--- src/rtl/ucs_pkg.sv ---
package ucs_pkg;
  parameter int AW        = 8;
  parameter int CTRL_W    = 12;
  parameter int OPC_W     = 3;
  parameter int MAP_SHIFT = 3;

  localparam int NUM_OPC     = 1 << OPC_W;
  localparam int ROUTINE_LEN = 1 << MAP_SHIFT;

  localparam logic [AW-1:0] FETCH_ADDR = AW'('h00);
  localparam logic [AW-1:0] IND_ADDR   = AW'('h10);
  localparam logic [AW-1:0] INT_ADDR   = AW'('h20);
  localparam logic [AW-1:0] MAP_BASE   = AW'('h40);

  typedef enum logic [2:0] {
    SEL_INC  = 3'd0,
    SEL_JMP  = 3'd1,
    SEL_BZ   = 3'd2,
    SEL_BC   = 3'd3,
    SEL_MAP  = 3'd4,
    SEL_FI   = 3'd5,
    SEL_IE   = 3'd6,
    SEL_RSV  = 3'd7
  } nsel_e;

  typedef struct packed {
    logic [CTRL_W-1:0] ctrl;
    nsel_e             sel;
    logic [AW-1:0]     target;
  } uword_t;

  // control-point bit indices
  localparam int B_MAR_PC   = 0;
  localparam int B_MBR_MEM  = 1;
  localparam int B_PC_INC   = 2;
  localparam int B_IR_MBR   = 3;
  localparam int B_MAR_IRA  = 4;
  localparam int B_IRA_MBR  = 5;
  localparam int B_MBR_PC   = 6;
  localparam int B_MAR_SAVE = 7;
  localparam int B_PC_LOAD  = 8;
  localparam int B_MEM_WR   = 9;
  localparam int B_ALU_ADD  = 10;
  localparam int B_AC_MBR   = 11;

  // opcode numbering
  localparam int OP_LOAD = 0;
  localparam int OP_ADD  = 1;
  localparam int OP_JZ   = 2;
  localparam int OP_JC   = 3;
  localparam int OP_JMP  = 4;

  function automatic logic [CTRL_W-1:0] cbit(input int idx);
    return CTRL_W'(1) << idx;
  endfunction

  function automatic uword_t mk(input logic [CTRL_W-1:0] c, input nsel_e s,
                                input logic [AW-1:0] t);
    uword_t w;
    w.ctrl   = c;
    w.sel    = s;
    w.target = t;
    return w;
  endfunction
endpackage

--- src/rtl/ucs_store.sv ---
module ucs_store
  import ucs_pkg::*;
(
  input  logic          clk,
  input  logic          rst,
  input  logic [AW-1:0] rd_addr,
  output uword_t        cbr
);

  // execute-routine words, k = word offset inside the routine
  function automatic uword_t op_word(input int op, input int k,
                                     input logic [AW-1:0] skip_tgt);
    uword_t w;
    w = mk('0, SEL_INC, '0);
    case (op)
      OP_LOAD, OP_ADD: begin
        case (k)
          0: w = mk(cbit(B_MAR_IRA), SEL_INC, '0);
          1: w = mk(cbit(B_MBR_MEM), SEL_INC, '0);
          2: begin
            if (op == OP_LOAD) w = mk(cbit(B_AC_MBR), SEL_FI, '0);
            else               w = mk(cbit(B_ALU_ADD), SEL_FI, '0);
          end
          default: w = mk('0, SEL_INC, '0);
        endcase
      end
      OP_JZ, OP_JC: begin
        case (k)
          0: begin
            if (op == OP_JZ) w = mk('0, SEL_BZ, skip_tgt);
            else             w = mk('0, SEL_BC, skip_tgt);
          end
          1: w = mk('0, SEL_FI, '0);
          2: w = mk(cbit(B_PC_LOAD), SEL_FI, '0);
          default: w = mk('0, SEL_INC, '0);
        endcase
      end
      OP_JMP: begin
        case (k)
          0: w = mk('0, SEL_JMP, skip_tgt);
          2: w = mk(cbit(B_PC_LOAD), SEL_FI, '0);
          default: w = mk('0, SEL_INC, '0);
        endcase
      end
      default: begin
        if (k == 0) w = mk('0, SEL_FI, '0);
      end
    endcase
    return w;
  endfunction

  function automatic uword_t rom_word(input logic [AW-1:0] a);
    uword_t w;
    int off;
    int op;
    int k;
    w   = mk('0, SEL_INC, '0);
    off = int'(a) - int'(MAP_BASE);
    case (a)
      FETCH_ADDR:             w = mk(cbit(B_MAR_PC), SEL_INC, '0);
      FETCH_ADDR + AW'(1):    w = mk(cbit(B_MBR_MEM) | cbit(B_PC_INC), SEL_INC, '0);
      FETCH_ADDR + AW'(2):    w = mk(cbit(B_IR_MBR), SEL_IE, '0);
      IND_ADDR:               w = mk(cbit(B_MAR_IRA), SEL_INC, '0);
      IND_ADDR + AW'(1):      w = mk(cbit(B_MBR_MEM), SEL_INC, '0);
      IND_ADDR + AW'(2):      w = mk(cbit(B_IRA_MBR), SEL_MAP, '0);
      INT_ADDR:               w = mk(cbit(B_MBR_PC), SEL_INC, '0);
      INT_ADDR + AW'(1):      w = mk(cbit(B_MAR_SAVE) | cbit(B_PC_LOAD), SEL_INC, '0);
      INT_ADDR + AW'(2):      w = mk(cbit(B_MEM_WR), SEL_JMP, FETCH_ADDR);
      default: begin
        if (off >= 0 && off < NUM_OPC * ROUTINE_LEN) begin
          op = off / ROUTINE_LEN;
          k  = off % ROUTINE_LEN;
          w  = op_word(op, k, AW'(int'(a) - k + 2));
        end
      end
    endcase
    return w;
  endfunction

  // synchronous read into the control buffer register
  always_ff @(posedge clk) begin
    if (rst) cbr <= '0;
    else     cbr <= rom_word(rd_addr);
  end

endmodule

--- src/rtl/ucs_next.sv ---
module ucs_next
  import ucs_pkg::*;
(
  input  logic             primed,
  input  logic [AW-1:0]    car,
  input  nsel_e            sel,
  input  logic [AW-1:0]    target,
  input  logic [OPC_W-1:0] opcode,
  input  logic             ind_bit,
  input  logic             irq,
  input  logic             flag_zero,
  input  logic             flag_carry,
  output logic [AW-1:0]    nxt
);

  logic [AW-1:0] seq_addr;
  logic [AW-1:0] map_addr;

  assign seq_addr = car + AW'(1);
  assign map_addr = MAP_BASE + (AW'(opcode) << MAP_SHIFT);

  always_comb begin
    nxt = seq_addr;
    if (!primed) begin
      nxt = car;
    end else begin
      case (sel)
        SEL_INC: nxt = seq_addr;
        SEL_JMP: nxt = target;
        SEL_BZ:  nxt = flag_zero  ? target : seq_addr;
        SEL_BC:  nxt = flag_carry ? target : seq_addr;
        SEL_MAP: nxt = map_addr;
        SEL_FI:  nxt = irq ? INT_ADDR : FETCH_ADDR;
        SEL_IE:  nxt = ind_bit ? IND_ADDR : map_addr;
        default: nxt = seq_addr;
      endcase
    end
  end

endmodule

--- src/rtl/ucs_addr_reg.sv ---
module ucs_addr_reg
  import ucs_pkg::*;
(
  input  logic          clk,
  input  logic          rst,
  input  logic [AW-1:0] nxt,
  output logic [AW-1:0] car,
  output logic          primed
);

  always_ff @(posedge clk) begin
    if (rst) begin
      car    <= FETCH_ADDR;
      primed <= 1'b0;
    end else begin
      car    <= nxt;
      primed <= 1'b1;
    end
  end

  // a reset cycle always leaves the address at the fetch entry
  assert_reset_fetch_R1: assert property (@(posedge clk)
    $past(rst) && !rst |-> car == FETCH_ADDR);

endmodule

--- src/rtl/ucode_sequencer.sv ---
module ucode_sequencer
  import ucs_pkg::*;
(
  input  logic             clk,
  input  logic             rst,
  input  logic [OPC_W-1:0] opcode,
  input  logic             ind_bit,
  input  logic             irq,
  input  logic             flag_zero,
  input  logic             flag_carry,
  output logic [CTRL_W-1:0] ctrl_out,
  output logic [AW-1:0]    uaddr
);

  uword_t        cbr;
  logic [AW-1:0] car;
  logic [AW-1:0] nxt;
  logic          primed;

  ucs_addr_reg u_car (
    .clk    (clk),
    .rst    (rst),
    .nxt    (nxt),
    .car    (car),
    .primed (primed)
  );

  ucs_next u_next (
    .primed     (primed),
    .car        (car),
    .sel        (cbr.sel),
    .target     (cbr.target),
    .opcode     (opcode),
    .ind_bit    (ind_bit),
    .irq        (irq),
    .flag_zero  (flag_zero),
    .flag_carry (flag_carry),
    .nxt        (nxt)
  );

  ucs_store u_store (
    .clk     (clk),
    .rst     (rst),
    .rd_addr (nxt),
    .cbr     (cbr)
  );

  assign ctrl_out = cbr.ctrl;
  assign uaddr    = car;

  assert_dark_until_primed_R1: assert property (@(posedge clk) disable iff (rst)
    !primed |-> ctrl_out == '0);

  assert_seq_step_R2: assert property (@(posedge clk) disable iff (rst)
    primed && cbr.sel == SEL_INC |=> uaddr == $past(uaddr) + AW'(1));

  assert_map_entry_R3: assert property (@(posedge clk) disable iff (rst)
    primed && (cbr.sel == SEL_MAP || (cbr.sel == SEL_IE && !ind_bit))
    |=> uaddr[MAP_SHIFT-1:0] == '0 && uaddr >= MAP_BASE);

  assert_indirect_entry_R4: assert property (@(posedge clk) disable iff (rst)
    primed && cbr.sel == SEL_IE && ind_bit |=> uaddr == IND_ADDR);

  assert_zero_taken_R5: assert property (@(posedge clk) disable iff (rst)
    primed && cbr.sel == SEL_BZ && flag_zero |=> uaddr == $past(cbr.target));

  assert_zero_fallthru_R5: assert property (@(posedge clk) disable iff (rst)
    primed && cbr.sel == SEL_BZ && !flag_zero |=> uaddr == $past(uaddr) + AW'(1));

  assert_carry_taken_R6: assert property (@(posedge clk) disable iff (rst)
    primed && cbr.sel == SEL_BC && flag_carry |=> uaddr == $past(cbr.target));

  assert_carry_fallthru_R6: assert property (@(posedge clk) disable iff (rst)
    primed && cbr.sel == SEL_BC && !flag_carry |=> uaddr == $past(uaddr) + AW'(1));

  assert_jump_R7: assert property (@(posedge clk) disable iff (rst)
    primed && cbr.sel == SEL_JMP |=> uaddr == $past(cbr.target));

  assert_irq_entry_R8: assert property (@(posedge clk) disable iff (rst)
    primed && cbr.sel == SEL_FI && irq |=> uaddr == INT_ADDR);

  assert_fetch_return_R9: assert property (@(posedge clk) disable iff (rst)
    primed && cbr.sel == SEL_FI && !irq |=> uaddr == FETCH_ADDR);

endmodule

--- config.mk ---
export PLATFORM = sky130hd
export DESIGN_NAME = ucode_sequencer
export DESIGN_NICKNAME = d
export VERILOG_FILES = /design/src/rtl/ucs_pkg.sv /design/src/rtl/ucs_store.sv /design/src/rtl/ucs_next.sv /design/src/rtl/ucs_addr_reg.sv /design/src/rtl/ucode_sequencer.sv
export SDC_FILE = /design/constraint.sdc
export NUM_CORES = 1
export LEC_CHECK = 0
export BUFFER_PORTS_ARGS = -buffer_cell sky130_fd_sc_hd__buf_2
export CORE_AREA = 10 10 81 83
export DETAILED_ROUTE_END_ITERATION = 8
export DIE_AREA = 0 0 91 93
export SLEW_MARGIN = 20
export SYNTH_ARGS = -nofsm -noshare
export SYNTH_HDL_FRONTEND = slang
export SYNTH_SLANG_ARGS = --single-unit
--- constraint.sdc ---
create_clock -name clk -period 5.75 [get_ports clk]
set_clock_uncertainty 0.05 [all_clocks]
set_input_delay 0.8625 -clock clk [delete_from_list [all_inputs] [get_ports clk]]
set_output_delay 0.8625 -clock clk [all_outputs]
set_load 0.005 [all_outputs]
; ---- After elaboration in Yosys (flattened, before gate mapping)
; Cells that the tools add are included.
[op_classes]
addsub = 6
muxes = 16
order_cmp = 2
n_bitwise = 1
n_eq_ne = 21
reduce_logical = 9
[ops]
columns = op, n
row1 = one-hot mux 23 bit (9 select lines), 1
row2 = one-hot mux 23 bit (3 select lines), 2
row3 = logical NOT 32 bit, 4
row4 = "equality test 32 x 2 -> 1 bit, second input constant", 3
row5 = "equality test 32 x 1 -> 1 bit, second input constant", 2
row6 = "equality test 32 x 3 -> 1 bit, second input constant", 2
row7 = one-hot mux 20 bit (3 select lines), 1
row8 = one-hot mux 8 bit (6 select lines), 1
row9 = two-way mux 23 bit, 2
row10 = one-hot mux 20 bit (2 select lines), 1
row11 = adder 32 x 1 -> 32 bit, 1
row12 = ">= comparator 32 x 1 -> 1 bit, second input constant", 1
row13 = "< comparator 32 x 8 -> 1 bit, second input constant", 1
row14 = two-way mux 8 bit, 4
row15 = "equality test 8 x 5 -> 1 bit, second input constant", 3
row16 = "equality test 8 x 6 -> 1 bit, second input constant", 3
row17 = two-way mux 11 bit, 1
row18 = "equality test 3 bit, second input constant", 3
row19 = two-way mux 9 bit, 1
row20 = "subtractor 8 x 7 -> 9 bit, second input constant", 1
row21 = "adder 7 x 6 -> 8 bit, first input constant", 1
row22 = "adder 8 x 1 -> 8 bit, second input constant", 1
row23 = "adder 8 x 3 -> 8 bit, second input constant", 1
row24 = "equality test 8 x 1 -> 1 bit, second input constant", 1
row25 = 11 further kinds, 13
[word_totals]
regBits = 32

; ---- Longest topological paths before layout
[logic_depth]
ltp_word = 14
mapped_depth = 19
mapped_depth_nobuf = 18

; ---- Hierarchy
; Synthesis repeated with hierarchy kept, for this count alone.
[hier_totals]
hier_cells = 228
area_unflattened_um2 = 2000.7
[by_module_without_submodules]
columns = mod, area_each_um2, n_inst, cells_each, seq_area_each_um2
row1 = ucs_store, 1366.3, 1, 152, 420.4
row2 = ucs_next, 400.4, 1, 58, 0.0
row3 = ucs_addr_reg, 234.0, 1, 18, 180.2

; ---- Least setup slack after synthesis
; No wires, ideal clock.
[synth_timing]
path_kind = input port to flip-flop
start = in flag_carry
end = reg u_store.cbr[12] (netlist name)
path_buffers = 2
arrival_time_ns = 5.197
setup_slack_ns = 0.423
required_ns = 5.620
cell_stages = 18
path_cell_list = nand2b_1 -> a32o_1 -> buf_6 -> a32o_1 -> nor2_1 -> ha_1 -> or3b_2 -> inv_1 -> ha_1 -> ha_1 -> clkbuf_1 -> nand4_1 -> ha_1 -> nor4bb_1 -> and4_1 -> nand4_1 -> or4_1 -> a211oi_2
[synth_between]
elab_chain_cells = 12
elab_cells_between_ends = 33
classes_between = 2 x add/sub / 2 x order compare / 14 x eq/ne / 7 x mux / 1 x bitwise / 7 x reduce/logical
[synth_lines]
columns = item, line
row1 = "start, declared", ucode_sequencer.sv:10  ; input logic flag_carry,
row2 = two-way mux 8 bit *, ucs_next.sv:31  ; SEL_BC: nxt = flag_carry ? target : seq_addr;
row3 = one-hot mux 8 bit (6 select lines) *, ucs_next.sv:27  ; case (sel)
row4 = two-way mux 8 bit *, ucs_next.sv:24  ; if (!primed) begin
row5 = subtractor 8 x 7 -> 9 bit, ucs_store.sv:58  ; off = int'(a) - int'(MAP_BASE);
row6 = OR reduction 3 bit (no line), -
row7 = AND 1 bit (no line), -
row8 = adder 32 x 1 -> 32 bit (no line), -
row9 = "equality test 32 x 2 -> 1 bit, or another cell as far along", ucs_store.sv:15  ; case (op)
row10 = OR reduction 2 bit, ucs_store.sv:15
row11 = one-hot mux 23 bit (3 select lines), ucs_store.sv:15
row12 = two-way mux 23 bit, ucs_store.sv:70  ; if (off >= 0 && off < NUM_OPC * ROUTINE_LEN) begin
row13 = one-hot mux 23 bit (9 select lines) *, ucs_store.sv:59  ; case (a)
; Every way passes the cells marked *; elsewhere a longest branch is shown, timed or not.
; A chain may end at the register's enable or synchronous reset.

; ---- Worst setup path in the final report
[layout_timing]
start = in flag_carry
end = reg u_store.cbr[12] (netlist name)
[layout_between]
elab_chain_cells = 12
elab_cells_between_ends = 33
classes_between = 2 x add/sub / 2 x order compare / 14 x eq/ne / 7 x mux / 1 x bitwise / 7 x reduce/logical
[layout_lines]
columns = item, line
row1 = two-way mux 8 bit *, ucs_next.sv:31
row2 = one-hot mux 8 bit (6 select lines) *, ucs_next.sv:27
row3 = two-way mux 8 bit *, ucs_next.sv:24
row4 = subtractor 8 x 7 -> 9 bit, ucs_store.sv:58
row5 = OR reduction 3 bit (no line), -
row6 = AND 1 bit (no line), -
row7 = adder 32 x 1 -> 32 bit (no line), -
row8 = "equality test 32 x 2 -> 1 bit, or another cell as far along", ucs_store.sv:15
row9 = OR reduction 2 bit, ucs_store.sv:15
row10 = one-hot mux 23 bit (3 select lines), ucs_store.sv:15
row11 = two-way mux 23 bit, ucs_store.sv:70
row12 = one-hot mux 23 bit (9 select lines) *, ucs_store.sv:59
; Marked as above.

==> metrics.md <==
| Metric | Value |
|---|---|
| Status | completed |
| Root Buffer Master | clkbuf_8 |
| DIE AREA | 8463 sq um |
| Core Footprint | 5010 sq um |
| Antenna violations before repair | 0 |
| Die span in x | 91 um |
| Drt initial violations | 342 |
| Max-Cap Viols | 0 |
| Synth cell types | 56 |
| CP endpoint kind | flop |
| Register Area | 600.6 sq um |
| Global route overflow | 0 |
| Clock transition at path regs | 70 ps |
| Syn Area/Cell | 8.170 sq um |
| First-pass GRT wire length | 9873 um |
| Ys async rst share | 0% |
| DIE HEIGHT | 93 um |
| Total negative slack | 0 ps |
| Post-synthesis sequential area ratio | 27.63% |
| Kind of critical path | in2reg |
| PortBufs | 28 |
| Clock sinks | 30 |
| Worst Path Arrival | 5260 ps |
| TritonCTS clock tree | done |
| Wire per inst | 16.93 um |
| Warnings, synthesis | 0 |
| Fillers | 520 |
| Maximum vdd drop | 114.2 uV |
| Tcrit/Tclk final | 88.63% |
| Antenna diode instance count | 0 |
| Cts hold-fix bufs | 0 |
| Vias in the first global route | 2025 |
| Pwr Density | 269.6 nW/um^2 |
| Remaining routing DRC violations | 0 |
| CTS H-tree lvls | 2 |
| Fmax | 196.2 MHz |
| DRT antenna net count | 0 |
| Maximum clock path buffer count | 2 |
| Worst slew pin tran | 815.0 ps |
| Vias per cell | 6.054 |
| RSZ-0062 raised after global routing | false |
| Worst-path fanout max | 9 |
| Nets@finish | 313 |
| PostCTS Resize Cnt | 0 |
| Final Cell Area | 2384 sq um |
| Cell Area, Synth | 2173 sq um |
| Top FF cell, synth | dfxtp_1 |
| Leak | 1.045 nW |
| Final Core Density | 47.58% |
| Share of cells above drive strength 1 | 16.20% |
| Post-DP Area | 2288 sq um |
| Vias | 2143 |
| Final Max Slew Viols | 0 |
| GPL Wtd Cong | 0.9010 |
| Initial Util | 43.38% |
| Io pins | 29 |
| Pwr Total | 0.0006425 W |
| TritonRoute pass-1 iters | 7 |
| DP HPWL | 4633 um |
| Setup bufs post-CTS | 0 |
| Yosys reg bits | 30 |
| # rows | 26 |
| Clock buffer count from CTS | 5 |
| Largest net degree at the start of global routing | 19 |
| Final min period | 5096 ps |
| Syn Inst Count | 266 |
| Hold Crit Class | reg2reg |
| Crit path required time | 5910 ps |
| Area growth, synth to finish | 9.672% |
| Clk_lat worst skew | 290 ps |
| EDFF count, synth | 0 |
| WL final | 5994 um |
| Startpoint Class | input pin |
| Rel. slew slack | 45.17% |
| Final Hold Fails | 0 |
| Area of the multi-input gates | 1378 sq um |
| Synthesized net count | 296 |
| GRT Util Overall | 13.96% |
| # setup viols final | 0 |
-- worst paths after layout --
| kind | from | endpoint | slack (ps) | cells past startpoint |
|---|---|---|---|---|
| min reg2reg | u_car.car[0] | u_car.car[0] | 600 | 2 |
| max reg2reg | u_car.primed | u_store.cbr[12] | 750 | 16 |
| min | u_car.car[0] | u_car.car[0] | 600 | 2 |
| max | flag_carry | u_store.cbr[12] | 650 | 17 |
-- layer usage --
layer | GRT usage, % | wire (um) | vias up | part of all wire, %
li1 | - | - | 1017 | -
met1 | 17.79 | 2629 | 985 | 44
met2 | 22.26 | 2722 | 121 | 45
met3 | 2.318 | 468 | 20 | 7.8
met4 | 7.180 | 173 | 0 | 2.9
met5 | 0 | 0 | - | 0
-- logic make-up after synthesis --
logic type	count (synthesis)	share of synthesized area, %
AO/OA/AOI/OAI	66	22.86
XOR/XNOR	5	2.015
adder cells (fa/ha/maj)	21	12.44
buffers and inverters	37	8.981
flip-flops	30	27.63
multiplexers	3	1.497
AND/OR/NAND/NOR	104	24.58
-- Yosys cell counts, drive strengths merged (3+ instances only) --
library cell | instances | share of area [%]
o21ai | 9 | 2.1
o211ai | 8 | 2.8
nor2 | 27 | 4.7
nor4 | 7 | 2.0
o21a | 4 | 1.4
dfxtp | 30 | 28
a211oi | 4 | 1.6
a21oi | 10 | 2.3
o2111ai | 5 | 2.3
clkbuf | 5 | 0.86
nand4 | 7 | 2.0
a211o | 3 | 1.2
a221oi | 3 | 1.2
nand2 | 18 | 3.1
nand3 | 14 | 3.2
xnor2 | 4 | 1.6
buf | 16 | 5.4
nor2b | 3 | 0.86
nor3 | 8 | 1.8
o22ai | 3 | 0.86
o211a | 3 | 1.4
ha | 20 | 12
inv | 16 | 2.8
-- cell type report --
| cell class | count | area share, % |
|---|---|---|
| multi-input combinational | 199 | 57.80 |
| sequential | 30 | 25.20 |
| tap | 70 | 3.675 |
| clock buffer | 6 | 3.465 |
| timing repair buffer | 31 | 6.824 |
| inverter | 16 | 2.520 |
| clock inverter | 2 | 0.5249 |
-- power breakdown --
| group | total (W) | switching, W | leakage [nW] | internal (W) |
|---|---|---|---|---|
| sequential | 0.000231 | 0.0000130 | 0.243 | 0.000218 |
| clock | 0.000180 | 0.0000840 | 0.0472 | 0.0000960 |
| combinational | 0.000231 | 0.000141 | 0.755 | 0.0000908 |
-- worst max-delay path: stages --
cell,delay [ps]
buf_2,110
nand2b_1,130
a32o_1,320
a32o_1,290
nor2_1,160
ha_1,190
or3b_2,550
inv_1,90
ha_1,260
ha_1,390
nand4_1,150
ha_1,290
nor4bb_1,310
and4_1,280
nand4_1,150
or4_1,520
a211oi_2,220
-- placed cells by master (no fill, tap or decap), types with 2 or more instances in the layout --
cell       instances
a211o_1            3
a211oi_1           3
a21oi_1           10
a221o_1            2
a221oi_1           3
a2bb2oi_1          2
a32o_1             2
and2_1             2
and4_1             2
buf_2             28
buf_4              3
clkbuf_8           6
dfxtp_1           30
ha_1              20
inv_1             16
mux2_2             2
nand2_1           18
nand2b_1           2
nand3_1           14
nand3b_1           2
nand4_1            7
nor2_1            27
nor2b_1            3
nor3_1             8
nor4_1             7
nor4bb_1           2
o2111ai_1          4
o211a_1            3
o211ai_1           8
o21a_1             4
o21ai_0            7
o21ai_1            2
o22ai_1            3
or2_2              2
or3_1              2
xnor2_1            4
-- metrics by stage --
stage / setup WS (ps) / hold WS [ps] / std cells
after CTS: 717.6 / 603.1 / 354
final: 653.6 / 601.7 / 354
after global routing: 365.4 / 663.5 / 354
after detailed placement: 421.2 / 597.7 / 346
after global placement: 599.4 / 578.4 / 346
after floorplan: 423.1 / 537.9 / 266
-- registers in the layout, indices dropped and copies added (netlist names) --
signal,count
u_car.car,8
u_car.primed,1
u_store.cbr,21
Note: power is estimated with default switching activity, not from simulation.
